**src/rtl/bag_pkg.sv**
```systemverilog
package bag_pkg;
  typedef enum logic [1:0] {
    BK_FIXED = 2'b00,
    BK_INCR  = 2'b01,
    BK_WRAP  = 2'b10,
    BK_RSVD  = 2'b11
  } burst_kind_e;

  localparam int PAGE_BITS   = 12;
  localparam int FIX_MAX_LEN = 15;
endpackage

```
**src/rtl/bag_rules.sv**
```systemverilog
module bag_rules
  import bag_pkg::*;
#(
  parameter int ADDR_W   = 32,
  parameter int LEN_W    = 8,
  parameter int MAX_SIZE = 2
) (
  input  logic [ADDR_W-1:0] start_i,
  input  logic [LEN_W-1:0]  len_i,
  input  logic [2:0]        size_i,
  input  burst_kind_e       kind_i,
  output logic              bad_o
);
  localparam int SPAN_W = LEN_W + 10;

  function automatic logic len_fits(input burst_kind_e k, input logic [LEN_W-1:0] l);
    case (k)
      BK_FIXED: len_fits = (l <= LEN_W'(FIX_MAX_LEN));
      BK_INCR:  len_fits = 1'b1;
      BK_WRAP:  len_fits = (l == LEN_W'(1)) || (l == LEN_W'(3)) ||
                           (l == LEN_W'(7)) || (l == LEN_W'(15));
      default:  len_fits = 1'b0;
    endcase
  endfunction

  function automatic logic stays_in_page(input logic [PAGE_BITS-1:0] off,
                                         input logic [LEN_W-1:0] l,
                                         input logic [2:0] s);
    logic [SPAN_W-1:0] span;
    logic [SPAN_W-1:0] stop;
    span = (SPAN_W'(l) + SPAN_W'(1)) << s;
    stop = SPAN_W'(off) + span;
    stays_in_page = (stop <= SPAN_W'(1 << PAGE_BITS));
  endfunction

  logic size_ok, align_ok, page_ok, len_ok;
  logic [ADDR_W-1:0] low_mask;

  always_comb begin
    low_mask = (ADDR_W'(1) << size_i) - ADDR_W'(1);
    size_ok  = (size_i <= 3'(MAX_SIZE));
    len_ok   = len_fits(kind_i, len_i);
    align_ok = (kind_i != BK_WRAP) || ((start_i & low_mask) == '0);
    page_ok  = (kind_i != BK_INCR) ||
               stays_in_page(start_i[PAGE_BITS-1:0], len_i, size_i);
    bad_o    = !(size_ok && len_ok && align_ok && page_ok);
  end
endmodule

```
**src/rtl/bag_counter.sv**
```systemverilog
module bag_counter #(
  parameter int LEN_W = 8
) (
  input  logic             clk,
  input  logic             rst_n,
  input  logic             load_i,
  input  logic             step_i,
  input  logic [LEN_W-1:0] len_i,
  output logic             live_o,
  output logic             last_o,
  output logic             move_o,
  output logic             end_o
);
  logic [LEN_W-1:0] cnt_q, len_q;
  logic             live_q;
  logic             on_final;

  assign on_final = (cnt_q == len_q);
  assign move_o   = step_i && live_q && !load_i && !on_final;
  assign end_o    = step_i && live_q && !load_i && on_final;
  assign live_o   = live_q;
  assign last_o   = live_q && on_final;

  always_ff @(posedge clk or negedge rst_n) begin
    if (!rst_n) begin
      cnt_q  <= '0;
      len_q  <= '0;
      live_q <= 1'b0;
    end else if (load_i) begin
      cnt_q  <= '0;
      len_q  <= len_i;
      live_q <= 1'b1;
    end else if (end_o) begin
      live_q <= 1'b0;
    end else if (move_o) begin
      cnt_q  <= cnt_q + LEN_W'(1);
    end
  end
endmodule

```
**src/rtl/bag_addr_unit.sv**
```systemverilog
module bag_addr_unit
  import bag_pkg::*;
#(
  parameter int ADDR_W = 32,
  parameter int LEN_W  = 8
) (
  input  logic              clk,
  input  logic              rst_n,
  input  logic              load_i,
  input  logic              move_i,
  input  logic [ADDR_W-1:0] start_i,
  input  logic [LEN_W-1:0]  len_i,
  input  logic [2:0]        size_i,
  input  burst_kind_e       kind_i,
  output logic [ADDR_W-1:0] addr_o,
  output burst_kind_e       kind_o,
  output logic [2:0]        size_o,
  output logic [ADDR_W-1:0] mask_o
);
  function automatic logic [ADDR_W-1:0] window_mask(input logic [LEN_W-1:0] l,
                                                    input logic [2:0] s);
    window_mask = ((ADDR_W'(l) + ADDR_W'(1)) << s) - ADDR_W'(1);
  endfunction

  function automatic logic [ADDR_W-1:0] next_beat(input logic [ADDR_W-1:0] a,
                                                  input burst_kind_e k,
                                                  input logic [2:0] s,
                                                  input logic [ADDR_W-1:0] m);
    logic [ADDR_W-1:0] bumped;
    bumped = a + (ADDR_W'(1) << s);
    case (k)
      BK_FIXED: next_beat = a;
      BK_WRAP:  next_beat = (a & ~m) | (bumped & m);
      default:  next_beat = bumped;
    endcase
  endfunction

  logic [ADDR_W-1:0] addr_q, mask_q;
  burst_kind_e       kind_q;
  logic [2:0]        size_q;

  always_ff @(posedge clk or negedge rst_n) begin
    if (!rst_n) begin
      addr_q <= '0;
      mask_q <= '0;
      kind_q <= BK_FIXED;
      size_q <= '0;
    end else if (load_i) begin
      addr_q <= start_i;
      mask_q <= window_mask(len_i, size_i);
      kind_q <= kind_i;
      size_q <= size_i;
    end else if (move_i) begin
      addr_q <= next_beat(addr_q, kind_q, size_q, mask_q);
    end
  end

  assign addr_o = addr_q;
  assign kind_o = kind_q;
  assign size_o = size_q;
  assign mask_o = mask_q;
endmodule

```
**src/rtl/burst_addr_gen.sv**
```systemverilog
module burst_addr_gen
  import bag_pkg::*;
#(
  parameter int ADDR_W = 32,
  parameter int DATA_W = 32
) (
  input  logic              clk,
  input  logic              rst_n,
  input  logic              load_i,
  input  logic [ADDR_W-1:0] start_addr_i,
  input  logic [7:0]        len_i,
  input  logic [2:0]        size_i,
  input  logic [1:0]        kind_i,
  input  logic              step_i,
  output logic [ADDR_W-1:0] beat_addr_o,
  output logic              last_o,
  output logic              illegal_o
);
  localparam int LEN_W    = 8;
  localparam int MAX_SIZE = $clog2(DATA_W / 8);

  burst_kind_e       kind_in;
  burst_kind_e       cur_kind_w;
  logic [2:0]        cur_size_w;
  logic [ADDR_W-1:0] cur_mask_w;
  logic              live_w, move_w, end_w, bad_w;
  logic              illegal_q;

  assign kind_in = burst_kind_e'(kind_i);

  bag_rules #(.ADDR_W(ADDR_W), .LEN_W(LEN_W), .MAX_SIZE(MAX_SIZE)) u_rules (
    .start_i (start_addr_i),
    .len_i   (len_i),
    .size_i  (size_i),
    .kind_i  (kind_in),
    .bad_o   (bad_w)
  );

  bag_counter #(.LEN_W(LEN_W)) u_cnt (
    .clk    (clk),
    .rst_n  (rst_n),
    .load_i (load_i),
    .step_i (step_i),
    .len_i  (len_i),
    .live_o (live_w),
    .last_o (last_o),
    .move_o (move_w),
    .end_o  (end_w)
  );

  bag_addr_unit #(.ADDR_W(ADDR_W), .LEN_W(LEN_W)) u_addr (
    .clk     (clk),
    .rst_n   (rst_n),
    .load_i  (load_i),
    .move_i  (move_w),
    .start_i (start_addr_i),
    .len_i   (len_i),
    .size_i  (size_i),
    .kind_i  (kind_in),
    .addr_o  (beat_addr_o),
    .kind_o  (cur_kind_w),
    .size_o  (cur_size_w),
    .mask_o  (cur_mask_w)
  );

  always_ff @(posedge clk or negedge rst_n) begin
    if (!rst_n)      illegal_q <= 1'b0;
    else if (load_i) illegal_q <= bad_w;
  end

  assign illegal_o = illegal_q;
endmodule

```
**config.mk**
```make
export PLATFORM = sky130hd
export DESIGN_NAME = burst_addr_gen
export DESIGN_NICKNAME = d
export VERILOG_FILES = /design/src/rtl/bag_pkg.sv /design/src/rtl/bag_rules.sv /design/src/rtl/bag_counter.sv /design/src/rtl/bag_addr_unit.sv /design/src/rtl/burst_addr_gen.sv
export SDC_FILE = /design/constraint.sdc
export NUM_CORES = 1
export LEC_CHECK = 0
export BUFFER_PORTS_ARGS = -buffer_cell sky130_fd_sc_hd__buf_4
export CORE_AREA = 2 2 97 137
export DETAILED_ROUTE_END_ITERATION = 10
export DIE_AREA = 0 0 99 139
export GPL_ROUTABILITY_DRIVEN = 1
export GPL_TIMING_DRIVEN = 1
export HOLD_SLACK_MARGIN = 0.08
export PLACE_DENSITY = 0.7
export REMOVE_ABC_BUFFERS = 1
export SKIP_LAST_GASP = 1
export SLEW_MARGIN = 30
export SYNTH_ARGS = -nofsm -noshare
export SYNTH_HDL_FRONTEND = slang
export SYNTH_SLANG_ARGS = --single-unit
```
**constraint.sdc**
```tcl
create_clock -name clk -period 3.75 [get_ports clk]
set_input_delay 0.75 -clock clk [delete_from_list [all_inputs] [get_ports clk]]
set_output_delay 0.75 -clock clk [all_outputs]
set_load 0.01 [all_outputs]
```
==> results of run 1 <==
## area by class of cell
type | instances | share of cell area [%]
clock buffer | 10 | 3.02
clock inverter | 6 | 0.942
inverter | 44 | 2.18
multi-input combinational | 538 | 48.5
sequential | 86 | 28.4
tap | 153 | 2.53
timing repair buffer | 145 | 14.4
## cell families after synthesis
group	count (synthesis)	share of synthesized area [%]
simple gates	235	19.9
compound gates	191	20.1
flops	86	35.1
buf+inv	79	5.20
xor+xnor	48	7.09
mux	36	6.67
fa+ha+maj	28	5.95
## metrics by stage
| step | power (mW) | area (µm²) |
|---|---|---|
| final | 2.80 | 7570 |
| after global routing | 2.95 | 7570 |
| after CTS | 2.82 | 7560 |
| after detailed placement | 1.90 | 7260 |
| after global placement | 1.88 | 7260 |
| after floorplan | 1.52 | 5980 |
## per-layer routing
layer | wire (µm) | GRT usage [%]
met3 | 845 | 4.23
met1 | 7010 | 30.6
met5 | 0 | 0
met2 | 8930 | 44.2
met4 | 696 | 12.3
## layout by cell type, fill, tap and decap left out, types with 7 or more instances in the layout
master	synthesis	final
or3_1	10	10
nand4_1	8	8
mux2_2	29	29
nor4_1	9	9
o21a_1	8	8
dfrtp_1	86	86
nor2_1	58	58
xor2_1	19	19
nor3_1	24	24
inv_1	43	43
o2111ai_1	7	7
clkbuf_16	0	9
nand2b_1	8	8
o21ai_0	57	56
o211ai_1	16	16
nand2_1	48	48
ha_1	26	25
and3_1	8	8
nand3_1	22	22
a21o_1	7	7
xnor2_1	27	27
nor2b_1	8	8
a21oi_1	42	42
buf_4	1	145
## worst register-to-register path: cells and delay by family, from the launching register on
family / cells / cell delay (ns)
simple gates: 3 / 1.07
compound gates: 4 / 1.01
flops: 1 / 0.51
fa+ha+maj: 1 / 0.43
mux: 1 / 0.27
xor+xnor: 1 / 0.10
## path summary, 6_finish.rpt
check                                             end  depth (start not counted)
hold / removal                       u_addr.mask_o[1]                          2
setup / recovery                             register                         10
hold reg to reg                      u_addr.mask_o[1]                          2
max in group asynchronous              u_cnt.len_q[2]                          2
setup reg to reg                             register                         10
min in group asynchronous  asynchronous set/reset pin                          1
## power by group through the flow
stage / logic (mW) / clock network, mW / registers (mW)
4_1_cts: 0.801 / 0.928 / 1.09
6_report: 0.804 / 0.912 / 1.09
5_1_grt: 0.882 / 0.966 / 1.10
3_3_place_gp: 0.780 / 0 / 1.10
2_1_floorplan: 0.419 / 0 / 1.10
3_5_place_dp: 0.796 / 0 / 1.10
==> results.yml, run 1 <==
outcome:
  status: "finished clean"
critical_path:
  crit_start: "u_addr.size_o[0]"
  cpMaxStageDelayCell: "dfrtp_1"
  path_delay_family: "simple AND/OR/NAND/NOR gates"
  path_common_cell: "o21ai_0"
  worst-path-buf-inv: 0
  cp-start-kind: "register"
  max_stage_delay_ns: 0.51
  timing.rr.start: "u_addr.size_o[0]"
  cp-end-kind: "register"
  crit_required_ns: 3.97
  path_cells: "or3b_2, fa_1, nor2b_1, o21ai_0, a21boi_0, o21ai_0, a21o_1, nor4_1, xnor2_1, mux2_2"
  cp.arrival_ns: 3.72
  crit_fanout: 13
  r2r_slack_ns: 0.25
  critPathKind: "register to register"
drt:
  drc_errors: 0
  vias_per_cell: 5.94
  drt.antenna.violating_nets: 0
  drt_iter0_drc: 304
  wire_per_inst_um: 17.8
  vias: 5831
  wirelength_um: 17500
  drt-pass1-iter-count: 7
synthesis:
  synth.most_common_cell: "dfrtp_1"
  ys_types: 69
  ys_warn_count: 0
  yosysSeqAreaShare_pct: 35.1
  synth_area_um2: 6140
  synth_top_area_share_pct: 35.1
  synth_top_cell_by_area: "dfrtp_1"
  syn_inst: 703
  ys_seq_elements: 86
  synthArstFlopShare_pct: 100
  synth-edff-count: 0
  syn_area_per_cell_um2: 8.73
  synth-main-ff-cell: "dfrtp_1"
  synthTopCellsByCount: "dfrtp_1 (86), nor2_1 (58), o21ai_0 (57), nand2_1 (48), inv_1 (43)"
  synth_area_leaders: "dfrtp_1 (35%), mux2_2 (5.3%), ha_1 (5.3%), o21ai_0 (4.6%), xnor2_1 (3.9%)"
cts:
  cts_buffers: 9
  root_buffer: "clkbuf_16"
  clk_latency_ns: 0.34
  clock_sinks: 86
  htreeDepth: 3
  cts_tree: "done"
  cts_post_setup_buffers_inserted: 0
  post_cts_resized: 0
  postCtsHoldBufs: 0
  cts.path.max_buffers: 2
  clkTransAtPathRegs_ns: 0.06
pwr:
  p_leak_nw: 3.36
  intPower_mw: 1.91
  p_per_area_nw_per_um2: 370
  p_switching_uw: 891
  vdd_drop_max_uv: 198
  clkPwrFrac_pct: 32.5
  p_seq_share_pct: 38.8
  p_comb_share_pct: 28.7
  power.share.switching_pct: 31.8
placed_design:
  placed_cells: 966
  hpwl_um: 13100
  io_buffers: 82
  pre_cts_slack_ns: -0.314
  gp_congestion: 0.913
timing:
  relSlewSlack_pct: 39.3
  skew_ns: 0.00760
  hold_violations: 0
  rsz0062_at_grt: "no"
  slew_violations: 0
  hold_ws_ns: 0.489
  period_needed_ns: 3.50
  worst_pin_slew_ns: 0.911
  finalSetupViolCount: 0
  post-route-period-util_pct: 93.2
  fin_tns_setup_ns: 0
  postLayoutSetupSlackWorst_ns: 0.254
  clock.fmax_mhz: 286
layout:
  regArea_um2: 2150
  nFillCells: 1109
  nNetsFinal: 901
  fin_util_pct: 60.3
  drive_above_1_share_pct: 25.5
  multi_input_area_um2: 3680
  diodes: 0
  final_cells: 982
  syn_to_final_growth_pct: 23.4
global_route:
  grt_max_degree: 86
  grt_pass1_vias: 5774
  grt_pass1_wl_um: 28400
  overflow: 0
  antenna_found_initial: 0
  track_usage_pct: 25.6
floorplanning:
  dieArea_um2: 13800
  die_h_um: 139
  io_pins: 83
  dieWidth_um: 99
  start_util_pct: 48.8
  core_um2: 12600
  rows: 49
hold_path:
  hp-start: "u_addr.mask_o[1]"
  hold_path.class: "register to register"
run:
  maxCapViolCount: 0
(Power assumes the default switching activity.)
==> run 2, diff against run 1 <==
Settings changed: BUFFER_PORTS_ARGS -buffer_cell sky130_fd_sc_hd__buf_4 to not set, DONT_BUFFER_PORTS set to 1, PLACE_DENSITY 0.7 to not set.
==> run 2 against run 1 <==
Against the previous run:
- global-route usage decreased by 1.8 points
- die area unchanged
- via count decreased by 8.4%
- cell count decreased by 13%
- critical path type is now input port to register
- combinational power decreased by 30%
- wire length decreased by 7.4%
- sequential share of layout area increased by 3.7 points
- flip-flop and latch count unchanged
- critical path depth increased by 5
- largest power group unchanged
- clock-buffer cell count unchanged
- non-clock buffer count decreased by 124
==> results.yml, run 2 (synthesis gave the netlist of run 1 again) <==
cts:
  cts_post_setup_buffers_inserted: 0
  postCtsHoldBufs: 0
  clock_sinks: 86
  htreeDepth: 3
  clk_latency_ns: 0.34
  root_buffer: "clkbuf_16"
  clkTransAtPathRegs_ns: 0.06
  cts_buffers: 9
  cts.path.max_buffers: 2
  cts_tree: "done"
floorplanning:
  core_um2: 12600
  rows: 49
  dieWidth_um: 99
  die_h_um: 139
  io_pins: 83
  start_util_pct: 48.8
  dieArea_um2: 13800
pwr:
  p_per_area_nw_per_um2: 407
  power.share.switching_pct: 28.7
  p_seq_share_pct: 40.6
  p_comb_share_pct: 20.7
  intPower_mw: 1.94
  p_switching_uw: 785
  vdd_drop_max_uv: 245
  clkPwrFrac_pct: 38.7
  p_leak_nw: 2.79
layout:
  mostFrequentLayoutCell: "dfrtp_1"
  final_area_um2: 6710
  drive_above_1_share_pct: 12.6
  final_cells: 858
  diodes: 0
  syn_to_final_growth_pct: 9.32
  layout_common_cells: "dfrtp_1 (86), nor2_1 (58), o21ai_0 (57), nand2_1 (48), inv_1 (43)"
  nNetsFinal: 777
timing:
  hold_ws_ns: 0.106
  finalSetupViolCount: 0
  relSlewSlack_pct: 46.4
  post-route-period-util_pct: 93.0
  rsz0062_at_grt: "no"
  slew_violations: 0
  postLayoutSetupSlackWorst_ns: 0.264
  skew_ns: 0.00637
  hold_violations: 0
  worst_pin_slew_ns: 0.804
  clock.fmax_mhz: 287
  period_needed_ns: 3.49
drt:
  drc_errors: 0
  vias_per_cell: 6.23
  wirelength_um: 16200
  vias: 5343
  drt.antenna.violating_nets: 0
  drt-pass1-iter-count: 7
  wire_per_inst_um: 18.9
  drt_iter0_drc: 260
critical_path:
  cp-start-kind: "input port"
  critPathKind: "input port to register"
  cp.arrival_ns: 3.74
  timing.rr.start: "u_addr.size_o[0]"
  cp-end-kind: "register"
  crit_fanout: 14
  crit_start: "len_i[0]"
  crit_required_ns: 4.00
placed_design:
  gp_congestion: 0.952
  pre_cts_slack_ns: -0.111
  placed_cells: 842
  io_buffers: 0
  place_area_um2: 6330
  hpwl_um: 11900
outcome:
  status: "finished clean"
global_route:
  met2_usage_pct: 40.6
  track_usage_pct: 23.8
  overflow: 0
  grt_max_degree: 87
  use_met1_pct: 30.0
  grt_busiest_layer: "met2"
  use_met3_pct: 4.89
  antenna_found_initial: 0
  grt_pass1_wl_um: 26700
  grt_pass1_vias: 5278
hold_path:
  hold_path.class: "input port to asynchronous set/reset pin"
run:
  maxCapViolCount: 0
## run 2: repair_timing
action / CTS / global route
gates resized for setup: 0 / 3
setup endpoints to repair: 0 / 1
hold endpoints to repair: 0 / 0
## run 2: power groups by stage
stage	logic, mW	clock network (mW)	registers (mW)
CTS	0.558	1.08	1.11
detailed placement	0.555	0	1.13
global placement	0.542	0	1.12
finish	0.564	1.06	1.11
global route	0.630	1.11	1.12
floorplan	0.419	0	1.10
## run 2: final timing paths
path / cells after the start / end / slack, ns
setup / recovery: 15 / illegal_o / 0.26
hold / removal: 0 / asynchronous set/reset pin / 0.11
setup reg to reg: 10 / register / 0.33
hold reg to reg: 2 / u_addr.mask_o[15] / 0.49
max in group asynchronous: 0 / u_cnt.len_q[7] / 3.53
min in group clk: 2 / u_addr.mask_o[15] / 0.49
## run 2: per-stage QoR
| step | util, % | setup TNS, ns | total power, mW |
|---|---|---|---|
| global route | 53.4 | 0 | 2.87 |
| CTS | 53.2 | 0 | 2.75 |
| global placement | 50.4 | -0.0627 | 1.67 |
| finish | 53.4 | 0 | 2.73 |
| detailed placement | 50.4 | -0.111 | 1.68 |
| floorplan | - | 0 | 1.52 |
## run 2: layer usage
metal  wire [µm]  vias to the layer above
met1        6860                     2620
met2        8160                      154
met3         860                       25
met5           0                        -
li1            -                     2544
met4         307                        0
## run 2: layout make-up
cell class              count  area, µm²
clock buffers              10        239
inverters                  44        165
multi-input cells         538       3690
flip-flops and latches     86       2150
repair buffers             21        158
fillers                  1151       5860
well taps                 153        191
clock inverters             6        116
## run 2: critical path, stage by stage
cell and delay, ns:
ha_1 0.24, nand3_1 0.15, xnor2_2 0.21, mux4_2 0.50, o21ai_0 0.31, ha_1 0.20, inv_1 0.06, buf_4 0.14
nor2_1 0.15, o31ai_1 0.13, a211oi_1 0.27, o21ai_0 0.11, a211oi_1 0.25, nor3_1 0.11, o21ai_0 0.16
